**src/rtl/audio_clk_meter.sv**
```systemverilog
`timescale 1ns/1ps
module audio_clk_meter #(
  parameter int CNT_W    = 10,
  parameter int REF_HZ   = 28224000,
  parameter int ROUND_EN = 1,
  parameter int RATE_W   = 18
) (
  input  logic              clk,
  input  logic              rst_n,
  input  logic              ext_clk_a,
  input  logic              ext_clk_b,
  input  logic              clk_ok_a,
  input  logic              data_ok_a,
  input  logic              clk_ok_b,
  input  logic              data_ok_b,
  input  logic              cmd_we,
  input  logic [1:0]        cmd_src,
  input  logic              cmd_save,
  output logic [CNT_W-9:0]  cnt_hi,
  output logic [7:0]        cnt_lo,
  output logic              overflow,
  output logic [RATE_W-1:0] rate_hz
);
  localparam logic [CNT_W-1:0] CNT_MAX = '1;

  logic [2:0]       sy_a, sy_b;
  logic             src_b, primed;
  logic [CNT_W-1:0] run, meas, held;

  wire start_cmd = cmd_we & ~cmd_save & (|cmd_src);
  wire save_cmd  = cmd_we & cmd_save;
  wire rise      = src_b ? (sy_b[1] & ~sy_b[2]) : (sy_a[1] & ~sy_a[2]);
  wire present   = src_b ? (clk_ok_b & data_ok_b) : (clk_ok_a & data_ok_a);

  always_ff @(posedge clk) begin
    if (!rst_n) begin
      sy_a <= '0;
      sy_b <= '0;
    end else begin
      sy_a <= {sy_a[1:0], ext_clk_a};
      sy_b <= {sy_b[1:0], ext_clk_b};
    end
  end

  always_ff @(posedge clk) begin
    if (!rst_n) begin
      src_b    <= 1'b0;
      primed   <= 1'b0;
      run      <= '0;
      meas     <= '0;
      overflow <= 1'b0;
    end else if (start_cmd) begin
      src_b    <= cmd_src[1];
      primed   <= 1'b0;
      run      <= '0;
      meas     <= '0;
      overflow <= 1'b0;
    end else if (rise) begin
      if (primed) meas <= run;
      primed <= 1'b1;
      run    <= CNT_W'(1);
    end else if (run == CNT_MAX) begin
      meas     <= CNT_MAX;
      overflow <= 1'b1;
    end else begin
      run <= run + 1'b1;
    end
  end

  always_ff @(posedge clk) begin
    if (!rst_n)        held <= '0;
    else if (save_cmd) held <= present ? meas : '0;
  end

  assign cnt_hi = held[CNT_W-1:8];
  assign cnt_lo = held[7:0];

  function automatic logic [RATE_W-1:0] to_rate(input logic [CNT_W-1:0] c);
    int v;
    v = 32'(c);
    if (v == 0)                      return '0;
    else if (v <= REF_HZ / 184201)   return RATE_W'(192000);
    else if (v <= REF_HZ / 152201)   return RATE_W'(176400);
    else if (v <= REF_HZ / 112001)   return RATE_W'(128000);
    else if (v <= REF_HZ / 92101)    return RATE_W'(96000);
    else if (v <= REF_HZ / 76101)    return RATE_W'(88200);
    else if (v <= REF_HZ / 56001)    return RATE_W'(64000);
    else if (v <= REF_HZ / 46051)    return RATE_W'(48000);
    else if (v <= REF_HZ / 38051)    return RATE_W'(44100);
    else if (v <= REF_HZ / 28001)    return RATE_W'(32000);
    else if (v <= REF_HZ / 23026)    return RATE_W'(24000);
    else if (v <= REF_HZ / 19026)    return RATE_W'(22050);
    else if (v <= REF_HZ / 14001)    return RATE_W'(16000);
    else if (v <= REF_HZ / 11513)    return RATE_W'(12000);
    else if (v <= REF_HZ / 9513)     return RATE_W'(11025);
    else if (v <= REF_HZ / 7001)     return RATE_W'(8000);
    else                             return '0;
  endfunction

  generate
    if (ROUND_EN != 0) begin : g_round
      assign rate_hz = to_rate(held);
    end else begin : g_noround
      assign rate_hz = '0;
    end
  endgenerate
endmodule

```
**config.mk**
```make
export PLATFORM = sky130hd
export DESIGN_NAME = audio_clk_meter
export DESIGN_NICKNAME = d
export VERILOG_FILES = /design/src/rtl/audio_clk_meter.sv
export SDC_FILE = /design/constraint.sdc
export NUM_CORES = 1
export LEC_CHECK = 0
export BUFFER_PORTS_ARGS = -buffer_cell sky130_fd_sc_hd__buf_2
export CAP_MARGIN = 25
export CORE_MARGIN = 2
export CORE_UTILIZATION = 51
export CTS_BUF_LIST = sky130_fd_sc_hd__clkbuf_4
export CTS_CLUSTER_DIAMETER = 100
export DETAILED_ROUTE_END_ITERATION = 8
export GPL_TIMING_DRIVEN = 0
export PLACE_DENSITY = 0.76
export SLEW_MARGIN = 0
export SYNTH_ARGS = -nofsm -noshare
export SYNTH_HDL_FRONTEND = slang
export SYNTH_SLANG_ARGS = --single-unit
```
**constraint.sdc**
```tcl
create_clock -name clk -period 1.41 [get_ports clk]
set_input_delay 0 -clock clk [delete_from_list [all_inputs] [get_ports clk]]
set_output_delay 0 -clock clk [all_outputs]
set_load 0.005 [all_outputs]
```
==> metrics.md <==
| Metric | Value |
|---|---|
| Required @ worst endpoint | `1410 ps` |
| WHS Path Cells | `4` |
| Pwr dens | `663.4 nW/um^2` |
| MaxCap Viol Count | `0` |
| R2R cell count | `6` |
| WL/cell | `15.78 um` |
| Slack of the critical path | `-542.1 ps` |
| Primary FF master, synth | `dfxtp_1` |
| Initial antenna violation count | `0` |
| DRT iter0 DRCs | `177` |
| DPL Wire Length | `3.387 mm` |
| Setup-failing EPs final | `16` |
| Diodes inserted | `0` |
| Detailed-route DRC error count | `0` |
| Area Overhead vs Synth | `42.62%` |
| Final wirelength | `5.806 mm` |
| Synth unique cells | `60` |
| Syn Std Cell Area | `2111 um^2` |
| Pre-Repair DR Iteration Count | `4` |
| Clock sink count | `39` |
| CTS tree | `yes` |
| Synthesized instance count | `240` |
| Proportion of layout cells with a drive suffix above 1 | `0.4654` |
| CP Launch Type | `register` |
| CTS root buf | `clkbuf_4` |
| HP Start | `cmd_src[0]` |
| First-pass GRT wire length | `8.997 mm` |
| Die X | `68.34 um` |
| FF-to-FF setup slack | `-40 ps` |
| Unrepaired setup endpoints after global routing | `true` |
| Endpoints failing hold | `0` |
| Num CTS Buffers | `5` |
| Sequential area share after synthesis | `0.3699` |
| CTS H-tree lvls | `2` |
| CTS Buffer Depth | `2` |
| Via density | `5.791` |
| Total number of vias | `2,131` |
| Total gr overflow | `0` |
| Chip height | `68.34 um` |
| GRT met3 Usage | `0.06086` |
| Pins over their slew limit | `0` |
| # placed instances | `329` |
| Tcrit/Tclk final | `1.384` |
| CP max FO | `10` |
| Worst r2r src | `run[0]$_SDFFE_PP0N_` |
| WS Path Type | `reg2out` |
| Clock Skews | `7.574 ps` |
| CP endpoint kind | `output pin` |
| Met2 Track Usage GR | `0.4454` |
| Worst hold path class | `in2reg` |
| Io pins | `41` |
| Failing checks | `negative setup slack` |
| Maximum vdd ir drop | `0.5222 mV` |
| Fin crit period | `1952 ps` |
| Vias in the first global route | `1,893` |
| WHS Endpoint | `meas[3]$_SDFFE_PP0P_` |
| Port buffer count | `37` |
| Largest net degree at the start of global routing | `13` |
| Yosys reg bits | `39` |
| Clk pin slew, worst setup/hold paths | `110 ps` |
| Worst skew pair latency | `350 ps` |
| Fmax | `0.5123 GHz` |
| Count of flip-flops with a built-in enable after synthesis | `0` |
| Synth warn | `0` |
| DRT antenna net count | `0` |
| Worst R2R End | `run[5]$_SDFFE_PP0N_` |
| Async SR Flop Fraction | `0` |
| Global Route Usage Sum | `0.2565` |
| M1 GR Usage | `0.3013` |
| Num rows | `23` |
| DP Worst Slack | `-248.7 ps` |
| Core Box Area | `4000 um^2` |
| Most Used Layer, Global Route | `met2` |
| Leak pwr | `0.001282 uW` |
| Post-Layout Cell Count | `368` |
| Initial Util | `0.5277` |
| Avg Cell Area, Syn | `8.795 um^2` |
| Status | `complete, but fails checks` |
| Critical Path AT | `1950 ps` |
| Die area | `4670 um^2` |
| Routability cong. | `0.8371` |
| Total Nets Final | `330` |
## per-layer routing
layer,part of all wire,vias to the layer above
li1,-,1036
met1,0.43,1035
met2,0.52,52
met3,0.040,8
met4,0.010,0
met5,0,-
## critical path: stages (launching register included)
cell and delay [ps]:
dfxtp_4 400, buf_4 180, nand4_1 110, o211a_1 250
a31o_2 260, a221oi_2 270, buf_2 150
## cell type report
type,instances,area [um^2]
buffer,13,100.1
clock buffer,5,37.54
clock inverter,3,38.79
fill,275,989.7
inverter,4,15.01
multi-input combinational,181,1401
sequential,39,840.8
tap,50,62.56
timing repair buffer,73,514.2
## per-stage QoR
step | power, uW | setup TNS, ps | hold WS [ps] | instance area (um^2) | util
after floorplan | 1225 | 0 | 127.3 | 2132 | -
after global placement | 1260 | -3733 | 207.6 | 2380 | 0.5949
after detailed placement | 1263 | -4412 | 211.0 | 2380 | 0.5949
after CTS | 1998 | -6009 | 159.6 | 2834 | 0.7085
after global routing | 2062 | -7795 | 220.8 | 3010 | 0.7526
final | 1997 | -6415 | 181.9 | 3010 | 0.7526
## report_power, final
| group | switching, uW | leakage (uW) | internal [uW] |
|---|---|---|---|
| Sequential | 15.4 | 0.000330 | 1090 |
| Clock | 366 | 0.0000426 | 365 |
| Combinational | 75.6 | 0.000910 | 80.7 |
| Total | 457 | 0.00128 | 1540 |
## cells in the mapped netlist, types with 2 or more instances
cell type	instances	area share
inv_1	4	0.0071
a211oi_1	7	0.025
a21oi_2	2	0.0083
nor2_2	2	0.0059
nand3_2	2	0.0095
o21ai_0	8	0.019
clkbuf_1	4	0.0071
nor2b_1	14	0.041
nor2_1	24	0.043
a21oi_1	21	0.050
nor3_1	8	0.019
o21ai_1	2	0.0047
buf_4	7	0.025
nand4_1	3	0.0089
or4_1	3	0.011
a22oi_1	12	0.043
mux2i_1	8	0.038
nand3_1	6	0.014
buf_6	4	0.021
and3_1	2	0.0059
nand2b_1	2	0.0059
and2_1	7	0.021
nand2_1	9	0.016
dfxtp_1	39	0.37
xor2_1	2	0.0083
buf_2	3	0.0071
o31ai_1	2	0.0071
## what timing repair did
item,CTS,global route
pin swaps,23,20
hold endpoints to repair,10,0
buffers inserted,22,8
gates cloned,1,0
hold buffers,5,0
endpoints found under the setup margin,36,43
gates resized for setup,47,37
## registers in the layout (all words and copies together), names as in the netlist
name      count
run          10
src_b         1
overflow      1
held         10
meas         10
sy_a          3
primed        1
sy_b          3
## how the worst max path moves through the flow
stage,cells past startpoint,endpoint,start,slack [ps]
finish,6,rate_hz[10],held[5]$_SDFFE_PN0P_,-540
global placement,6,rate_hz[14],held[7]$_SDFFE_PN0P_,-220
detailed placement,6,rate_hz[14],held[7]$_SDFFE_PN0P_,-250
floorplan,5,rate_hz[9],held[2]$_SDFFE_PN0P_,8
global route,6,rate_hz[9],held[7]$_SDFFE_PN0P_,-630
CTS,6,rate_hz[10],held[7]$_SDFFE_PN0P_,-510
## kinds of logic (layout without fill, tap and decap cells)
logic type      after synthesis  in the layout  share of synthesized area
mux                           8              8                    0.03794
other cells                   1              3                   0.001777
fa+ha+maj                     1              1                   0.005927
xor+xnor                      3              3                    0.01245
flops                        39             39                     0.3699
compound gates               70             70                     0.2264
simple gates                 96             96                     0.2780
buf+inv                      22             98                    0.06757
## cells in the final DEF (no fill, tap or decap), types with 6 or more instances in the layout
cell	n
dfxtp_1	19
nand2_1	7
buf_6	7
buf_2	39
nor2b_1	14
nor2_1	23
dfxtp_4	14
mux2i_1	7
and2_1	6
buf_4	29
dfxtp_2	6
a21oi_1	19
a22oi_1	11
(Power assumes the default switching activity.)
